File: src/rtl/bea_pkg.sv
package bea_pkg;
  typedef enum logic [1:0] {
    OP_LW = 2'b00,
    OP_SW = 2'b01,
    OP_LB = 2'b10,
    OP_SB = 2'b11
  } mem_op_e;
endpackage

File: src/rtl/bea_agu.sv
module bea_agu #(
  parameter int ADDR_W = 32,
  parameter int OFFS_W = 16,
  parameter int LANES  = 4,
  localparam int LANE_W = $clog2(LANES)
) (
  input  logic [ADDR_W-1:0]      base_i,
  input  logic [OFFS_W-1:0]      offset_i,
  input  logic                   valid_i,
  input  logic                   word_i,
  output logic [ADDR_W-LANE_W-1:0] word_addr_o,
  output logic [LANE_W-1:0]      lane_o,
  output logic                   misalign_o
);
  logic [ADDR_W-1:0] ea;

  always_comb begin
    ea          = base_i + {{(ADDR_W-OFFS_W){offset_i[OFFS_W-1]}}, offset_i};
    word_addr_o = ea[ADDR_W-1:LANE_W];
    lane_o      = ea[LANE_W-1:0];
    misalign_o  = valid_i && word_i && (|ea[LANE_W-1:0]);
  end
endmodule

File: src/rtl/bea_store_lane.sv
module bea_store_lane #(
  parameter int DATA_W = 32,
  localparam int LANES  = DATA_W / 8,
  localparam int LANE_W = $clog2(LANES)
) (
  input  logic              store_i,
  input  logic              byte_i,
  input  logic [LANE_W-1:0] lane_i,
  input  logic [DATA_W-1:0] data_i,
  output logic [LANES-1:0]  we_o,
  output logic [DATA_W-1:0] wdata_o
);
  // enable bit j holds big-endian lane LANES-1-j
  for (genvar j = 0; j < LANES; j++) begin : g_lane
    localparam logic [LANE_W-1:0] MY_LANE = LANE_W'(LANES - 1 - j);
    always_comb begin
      wdata_o[8*j +: 8] = byte_i ? data_i[7:0] : data_i[8*j +: 8];
      we_o[j]           = store_i && (!byte_i || (lane_i == MY_LANE));
    end
  end
endmodule

File: src/rtl/bea_load_lane.sv
module bea_load_lane #(
  parameter int DATA_W = 32,
  localparam int LANES  = DATA_W / 8,
  localparam int LANE_W = $clog2(LANES)
) (
  input  logic [DATA_W-1:0] rdata_i,
  input  logic              byte_i,
  input  logic              unsigned_i,
  input  logic [LANE_W-1:0] lane_i,
  output logic [DATA_W-1:0] data_o
);
  logic [7:0] lane_b [LANES];
  logic [7:0] sel_b;

  for (genvar g = 0; g < LANES; g++) begin : g_pick
    assign lane_b[g] = rdata_i[DATA_W-1-8*g -: 8];
  end

  always_comb begin
    sel_b  = lane_b[lane_i];
    data_o = byte_i ? {{(DATA_W-8){!unsigned_i && sel_b[7]}}, sel_b} : rdata_i;
  end
endmodule

File: src/rtl/bea_aligner.sv
module bea_aligner #(
  parameter int DATA_W = 32,
  parameter int OFFS_W = 16,
  localparam int LANES  = DATA_W / 8,
  localparam int LANE_W = $clog2(LANES)
) (
  input  logic                     clk_i,
  input  logic                     rst_ni,
  input  logic                     req_valid_i,
  input  logic [1:0]               op_i,
  input  logic                     unsigned_i,
  input  logic [DATA_W-1:0]        base_i,
  input  logic [OFFS_W-1:0]        offset_i,
  input  logic [DATA_W-1:0]        st_data_i,
  input  logic [DATA_W-1:0]        mem_rdata_i,
  output logic [DATA_W-LANE_W-1:0] mem_addr_o,
  output logic                     mem_req_o,
  output logic [LANES-1:0]         mem_we_o,
  output logic [DATA_W-1:0]        mem_wdata_o,
  output logic [DATA_W-1:0]        ld_data_o,
  output logic                     ld_valid_o,
  output logic                     misalign_o
);
  import bea_pkg::*;

  mem_op_e           op;
  logic              is_byte, is_store, go;
  logic [LANE_W-1:0] lane;

  logic              ld_pend_q, ld_byte_q, ld_uns_q;
  logic [LANE_W-1:0] ld_lane_q;

  assign op       = mem_op_e'(op_i);
  assign is_byte  = (op == OP_LB) || (op == OP_SB);
  assign is_store = (op == OP_SW) || (op == OP_SB);

  bea_agu #(.ADDR_W(DATA_W), .OFFS_W(OFFS_W), .LANES(LANES)) u_agu (
    .base_i     (base_i),
    .offset_i   (offset_i),
    .valid_i    (req_valid_i),
    .word_i     (!is_byte),
    .word_addr_o(mem_addr_o),
    .lane_o     (lane),
    .misalign_o (misalign_o)
  );

  assign go        = req_valid_i && !misalign_o;
  assign mem_req_o = go;

  bea_store_lane #(.DATA_W(DATA_W)) u_st (
    .store_i(go && is_store),
    .byte_i (is_byte),
    .lane_i (lane),
    .data_i (st_data_i),
    .we_o   (mem_we_o),
    .wdata_o(mem_wdata_o)
  );

  // load context held across the memory read latency
  always_ff @(posedge clk_i or negedge rst_ni) begin
    if (!rst_ni) begin
      ld_pend_q <= 1'b0;
      ld_byte_q <= 1'b0;
      ld_uns_q  <= 1'b0;
      ld_lane_q <= '0;
    end else begin
      ld_pend_q <= go && !is_store;
      if (go && !is_store) begin
        ld_byte_q <= is_byte;
        ld_uns_q  <= unsigned_i;
        ld_lane_q <= lane;
      end
    end
  end

  bea_load_lane #(.DATA_W(DATA_W)) u_ld (
    .rdata_i   (mem_rdata_i),
    .byte_i    (ld_byte_q),
    .unsigned_i(ld_uns_q),
    .lane_i    (ld_lane_q),
    .data_o    (ld_data_o)
  );

  assign ld_valid_o = ld_pend_q;
endmodule

File: config.mk
export PLATFORM = sky130hd
export DESIGN_NAME = bea_aligner
export DESIGN_NICKNAME = d
export VERILOG_FILES = /design/src/rtl/bea_pkg.sv /design/src/rtl/bea_agu.sv /design/src/rtl/bea_store_lane.sv /design/src/rtl/bea_load_lane.sv /design/src/rtl/bea_aligner.sv
export SDC_FILE = /design/constraint.sdc
export NUM_CORES = 1
export LEC_CHECK = 0
export BUFFER_PORTS_ARGS = -buffer_cell sky130_fd_sc_hd__buf_2
export CORE_ASPECT_RATIO = 0.6
export CORE_MARGIN = 2
export CORE_UTILIZATION = 44
export DETAILED_ROUTE_END_ITERATION = 8
export GPL_TIMING_DRIVEN = 0
export HOLD_SLACK_MARGIN = 0.03
export PLACE_DENSITY_LB_ADDON = 0.1
export RECOVER_POWER = 25
export SLEW_MARGIN = 20
export SYNTH_ARGS = -nofsm -noshare
export SYNTH_HDL_FRONTEND = slang
export SYNTH_SLANG_ARGS = --single-unit
File: constraint.sdc
create_clock -name clk_i -period 4.6 [get_ports clk_i]
set_input_delay 0.23 -clock clk_i [delete_from_list [all_inputs] [get_ports clk_i]]
set_output_delay 0.23 -clock clk_i [all_outputs]
set_load 0.01 [all_outputs]
==> metrics.cfg, run 1 <==
[setup_path]
worst-path-max-fanout=3
cp_slowest_cell=a2111oi_2
path_cells=buf_2, ha_1, fa_1, a21oi_1, o21ai_2, a2111oi_2, nor4b_4, o21ai_0, mux2i_1, nand2_1, buf_2
worst_ep_arrival_time_ps=2880
critPathCaptureType=output pin
cpMostUsedCell=buf_2
required_ps=4370
startpoint_type=primary input
critPathKind=primary input to output pin
slowest_delay_ps=580

[detailed_routing]
post_drt_via_cell_ratio=5.230
wl_per_cell_um=13.56
drt_iter0_markers=352
drc=0
via_count=3818
dr.pass1.iters=4
antenna_left=0
totalWireLength_um=9896

[finish]
final_nets=797
final.fill_count=589
utilization_pct=65.46
antenna_cells=0
area.growth.synth_to_final_pct=43.81
final_cells=730
drive_gt1_share_pct=34.37

[synthesis]
synth_common_cells=inv_1 (63), o21ai_0 (58), nand2_1 (34), ha_1 (31), a21oi_1 (30)
post-synth-top-count-cell=inv_1
yosysWarnings=0
ys_ff_latch=5
syn_nets=573
synthCells=423
ys_top_cells_by_area=ha_1 (14%), o21ai_0 (10%), inv_1 (8.5%)
syn_area_per_cell_sq_um=6.575
synthArstFlopShare_pct=100.0
synth_area_leader_cell=ha_1
synthFlopType=dfrtp_1
mappedNetlistArea_sq_mm=0.002781
synth_top_area_share_pct=13.95
synth.distinct_cells=51
synth_edf_count=0
yosysSeqAreaShare_pct=4.498

[status]
outcome=complete, no violations

[grt]
antenna_found_initial=0
grt_max_degree=18
overflow=0
grt_pass1_vias=3414
grt_use_total_pct=27.20
grt_first_pass_wirelength_um=15790

[floorplanning]
io-pin-count=219
row_count=22
core-area_sq_mm=0.006111
die_w_um=106.6
initial_core_util_pct=45.52
die_area_sq_mm=0.006994
fp.dieH_um=65.59

[sta]
max_slew.worst_pin.slew_ps=673.9
slew_viol_final=0
tns_ps=0
worst_slack_ps=1494
finalHoldViolCount=0
min_period_ps=3106
rsz0062_at_grt=false
max_freq_mhz=322.0
fin_worst_skew_ps=0
fin_crit_sh_pct=67.52
finalSetupViolations=0
relSlewSlack_pct=55.07

[clocking]
cts_resized=0
clk_path_buf_depth=2
cts_buffers=3
clock_latency_ps=220
cts_tree=yes
cts-root-buf=clkbuf_8
cts.clk_slew.worst_paths_ps=30
clock_sinks=5
htreeDepth=1

[power]
leakage_nw=2.255
total_power_uw=910.5
ir_worst_vdd_mv=0.1209
power_density_mw_per_mm2=227.6

[placement]
io_buffers=218
dp_hpwl_um=8383
pre_cts_slack_ps=1522
dp_cells=725
place_congestion=0.9172

[hold_path]
min_path_type=primary input to flop

[run]
max-cap-violations=0

## flip-flops by register name, indices dropped and copies added (netlist names)
signal      count
ld_lane_q       2
ld_byte_q       1
ld_uns_q        1
ld_valid_o      1
## layer usage
| metal | GRT usage, % | part of all wire (%) | vias to the layer above |
|---|---|---|---|
| met3 | 3.770 | 8.8 | 4 |
| met5 | 0 | 0 | - |
| li1 | - | - | 1930 |
| met2 | 45.94 | 46 | 169 |
| met1 | 37.54 | 45 | 1715 |
| met4 | 4.383 | 0.40 | 0 |
## power breakdown
group          total (mW)  leakage, nW  internal, mW  switching [mW]
clock              0.0804       0.0228        0.0594          0.0209
combinational       0.774         2.17         0.333           0.440
sequential         0.0565       0.0605        0.0537         0.00281
## cell families after synthesis
family | synth area share (%)
multiplexers | 5.713
adder cells (fa/ha/maj) | 14.66
AND/OR/NAND/NOR | 17.90
buffers and inverters | 13.45
AO/OA/AOI/OAI | 33.69
XOR/XNOR | 10.08
flip-flops | 4.498
## final cells by class
class	instances	area (sq um)	share of cell area (%)
timing repair buffer	219	1074	26.84
tap	84	105.1	2.627
buffer	28	137.6	3.441
inverter	63	236.5	5.912
multi-input combinational	327	2277	56.93
sequential	5	125.1	3.128
clock buffer	4	45.04	1.126
## through the flow
stage / hold WS, ps / cell area, sq um
after floorplan: -65.59 / 2781
after global routing: 262.7 / 4000
after detailed placement: 49.51 / 3978
final: 248.9 / 4000
after CTS: 249.8 / 4033
after global placement: 44.70 / 3978
## worst paths after layout
check / end / slack [ps] / startpoint / cells after the start
setup reg to reg: ld_lane_q[1] / 3060 / ld_lane_q[1] / 3
hold / removal: ld_uns_q / 250 / unsigned_i / 2
max in group asynchronous: ld_uns_q / 3990 / rst_ni / 2
setup / recovery: mem_addr_o[26] / 1490 / base_i[0] / 11
hold reg to reg: ld_uns_q / 530 / ld_uns_q / 1
min in group asynchronous: ld_lane_q[1] / 400 / rst_ni / 2
## repair_timing
action / in CTS / in global routing
endpoints found under the hold margin: 5 / 0
hold buffers: 1 / 0
setup buffers: 0 / 0
## layout by cell type (no fill, tap or decap), types with 7 or more instances in the layout
master	n
clkbuf_1	41
a21oi_1	30
nand3_1	11
ha_1	31
o21ai_0	58
nand2_1	34
buf_2	198
mux2i_1	8
a21o_1	14
o221ai_1	7
nor2_1	17
nand4_1	7
o21bai_1	7
xor2_1	15
buf_4	8
nor3_1	8
xnor2_1	17
a22o_1	7
inv_1	63
## worst max-delay path, delay by kind of cell
kind,cells,cell delay (ps)
multiplexers,1,230
AO/OA/AOI/OAI,4,1370
buffers and inverters,2,240
adder cells (fa/ha/maj),2,620
AND/OR/NAND/NOR,2,190
Note: power is estimated with default switching activity, not from simulation.
==> run 2, diff against run 1 <==
- CORE_UTILIZATION: 44 -> 41
- clock period: 4.6 -> 2.9 ns (I/O delays scaled with it)
==> run 2 against run 1 <==
Setup slack got worse by 1300 ps. Final cell count increased by 0.41%. Worst hold slack got worse by 78 ps. Sequential cell count unchanged. Global-route usage decreased by 0.53 points. Clock skew unchanged. Critical path type unchanged.
==> metrics.cfg, run 2 (synthesis results as in run 1) <==
[detailed_routing]
drt_iter0_markers=157
post_drt_via_cell_ratio=5.198
wl_per_cell_um=14.16
drc=0
totalWireLength_um=10380
antenna_left=0
via_count=3810
dr.pass1.iters=5

[finish]
final_common_cell=buf_2
area.growth.synth_to_final_pct=45.70
drive_gt1_share_pct=34.37
regMostFlops=ld_lane_q
largest_reg_flops=2
final.fill_count=682
antenna_cells=0
final_nets=797
final_cell_mix=buf_2 (197), inv_1 (63), o21ai_0 (57), clkbuf_1 (41), nand2_1 (34)
multiInputGateArea_sq_mm=0.002290
regArea_sq_um=125.1

[sta]
relSlewSlack_pct=58.56
rsz0062_at_grt=false
fin_crit_sh_pct=94.48
tns_ps=0
max_slew.worst_pin.slew_ps=621.6
fin_worst_skew_ps=0
min_period_ps=2740
slew_viol_final=0
finalSetupViolations=0
finalHoldViolCount=0
max_freq_mhz=365.0

[setup_path]
worst_ep_arrival_time_ps=2600
reg2reg_to=ld_lane_q[1]
worst-path-max-fanout=5
required_ps=2760
r2r_slack_ps=1430
critPathCaptureType=output pin
startpoint_type=primary input
r2r_cells=3
r2r_start=ld_lane_q[1]
critPathKind=primary input to output pin

[floorplanning]
initial_core_util_pct=42.02
row_count=23
die_area_sq_mm=0.007480
core-area_sq_mm=0.006619
io-pin-count=219
die_w_um=110.3
fp.dieH_um=67.80

[placement]
dp_hpwl_um=8955
io_buffers=218
place_congestion=0.8655

[clocking]
htreeDepth=1
cts-root-buf=clkbuf_16
clk_path_buf_depth=2
cts_setup_buffers=0
cts.clk_slew.worst_paths_ps=30
clock_latency_ps=220
cts_buffers=3
cts_tree=yes
clock_sinks=5

[grt]
grt_use_total_pct=26.66
antenna_found_initial=0
grt_first_pass_wirelength_um=15930
overflow=0
grt_pass1_vias=3450
grt_max_degree=18

[hold_path]
worstHoldEndpoint=ld_uns_q
min_path_type=primary input to flop
holdPathStages=2
worstHoldStart=unsigned_i

[power]
leakage_nw=2.271
power_density_mw_per_mm2=382.2
ir_worst_vdd_mv=0.2031
total_power_mw=1.549

[status]
outcome=complete, no violations

[run]
max-cap-violations=0

-- run 2: cell types whose count changed in the layout (fill, tap and decap cells not counted), sizes merged --
cell	change
buf	-1
clkbuf	+1
-- run 2: area by class of cell --
type	count	share of cell area, %
Multi-Input combinational cell	327	56.50
Clock buffer	4	1.945
Timing Repair Buffer	219	26.55
Tap cell	87	2.686
Inverter	63	5.835
Buffer	28	3.396
Sequential cell	5	3.087
-- run 2: worst max path at each step --
| stage | startpoint | endpoint |
|---|---|---|
| 5_1_grt | base_i[0] | mem_addr_o[26] |
| 2_1_floorplan | base_i[0] | mem_addr_o[8] |
| 4_1_cts | base_i[0] | mem_addr_o[26] |
| 3_5_place_dp | base_i[0] | mem_addr_o[26] |
| 6_report | base_i[0] | mem_addr_o[24] |
| 3_3_place_gp | base_i[0] | mem_addr_o[26] |
-- run 2: through the flow --
stage          area (sq um)  util (%)  hold WS, ps  cells  setup WS, ps
2_1_floorplan          2781         -       -150.6    423         518.7
3_3_place_gp           3981     60.15       -37.89    728         7.978
3_5_place_dp           3981     60.15       -35.34    728         19.76
4_1_cts                4083     61.68        169.8    733         118.9
5_1_grt                4053     61.23        170.1    733         18.88
6_report               4053     61.23        170.9    733         160.0
-- run 2: critical path, cell delays in order --
cell       delay, ps
buf_2            100
ha_1             220
fa_1             410
a21oi_1          260
o21ai_2          120
a2111oi_4        470
nor4b_4          120
nor2_2           290
o41ai_1          140
xor2_1           160
buf_2            160
-- run 2: repair_timing --
| action | in CTS | in global routing |
|---|---|---|
| gates resized for setup | 1 | 2 |
| hold buffers | 1 | 0 |
| endpoints found under the hold margin | 5 | 0 |
| setup endpoints to repair | 1 | 2 |
-- run 2: routing by layer --
metal,track usage (%),wire length [um]
met4,5.625,173
met5,0,0
met2,46.24,4664
met1,36.25,4860
met3,2.317,680
-- run 2: power breakdown --
group / switching (mW) / internal [mW]
sequential: 0.00438 / 0.0852
clock: 0.0408 / 0.182
combinational: 0.706 / 0.531
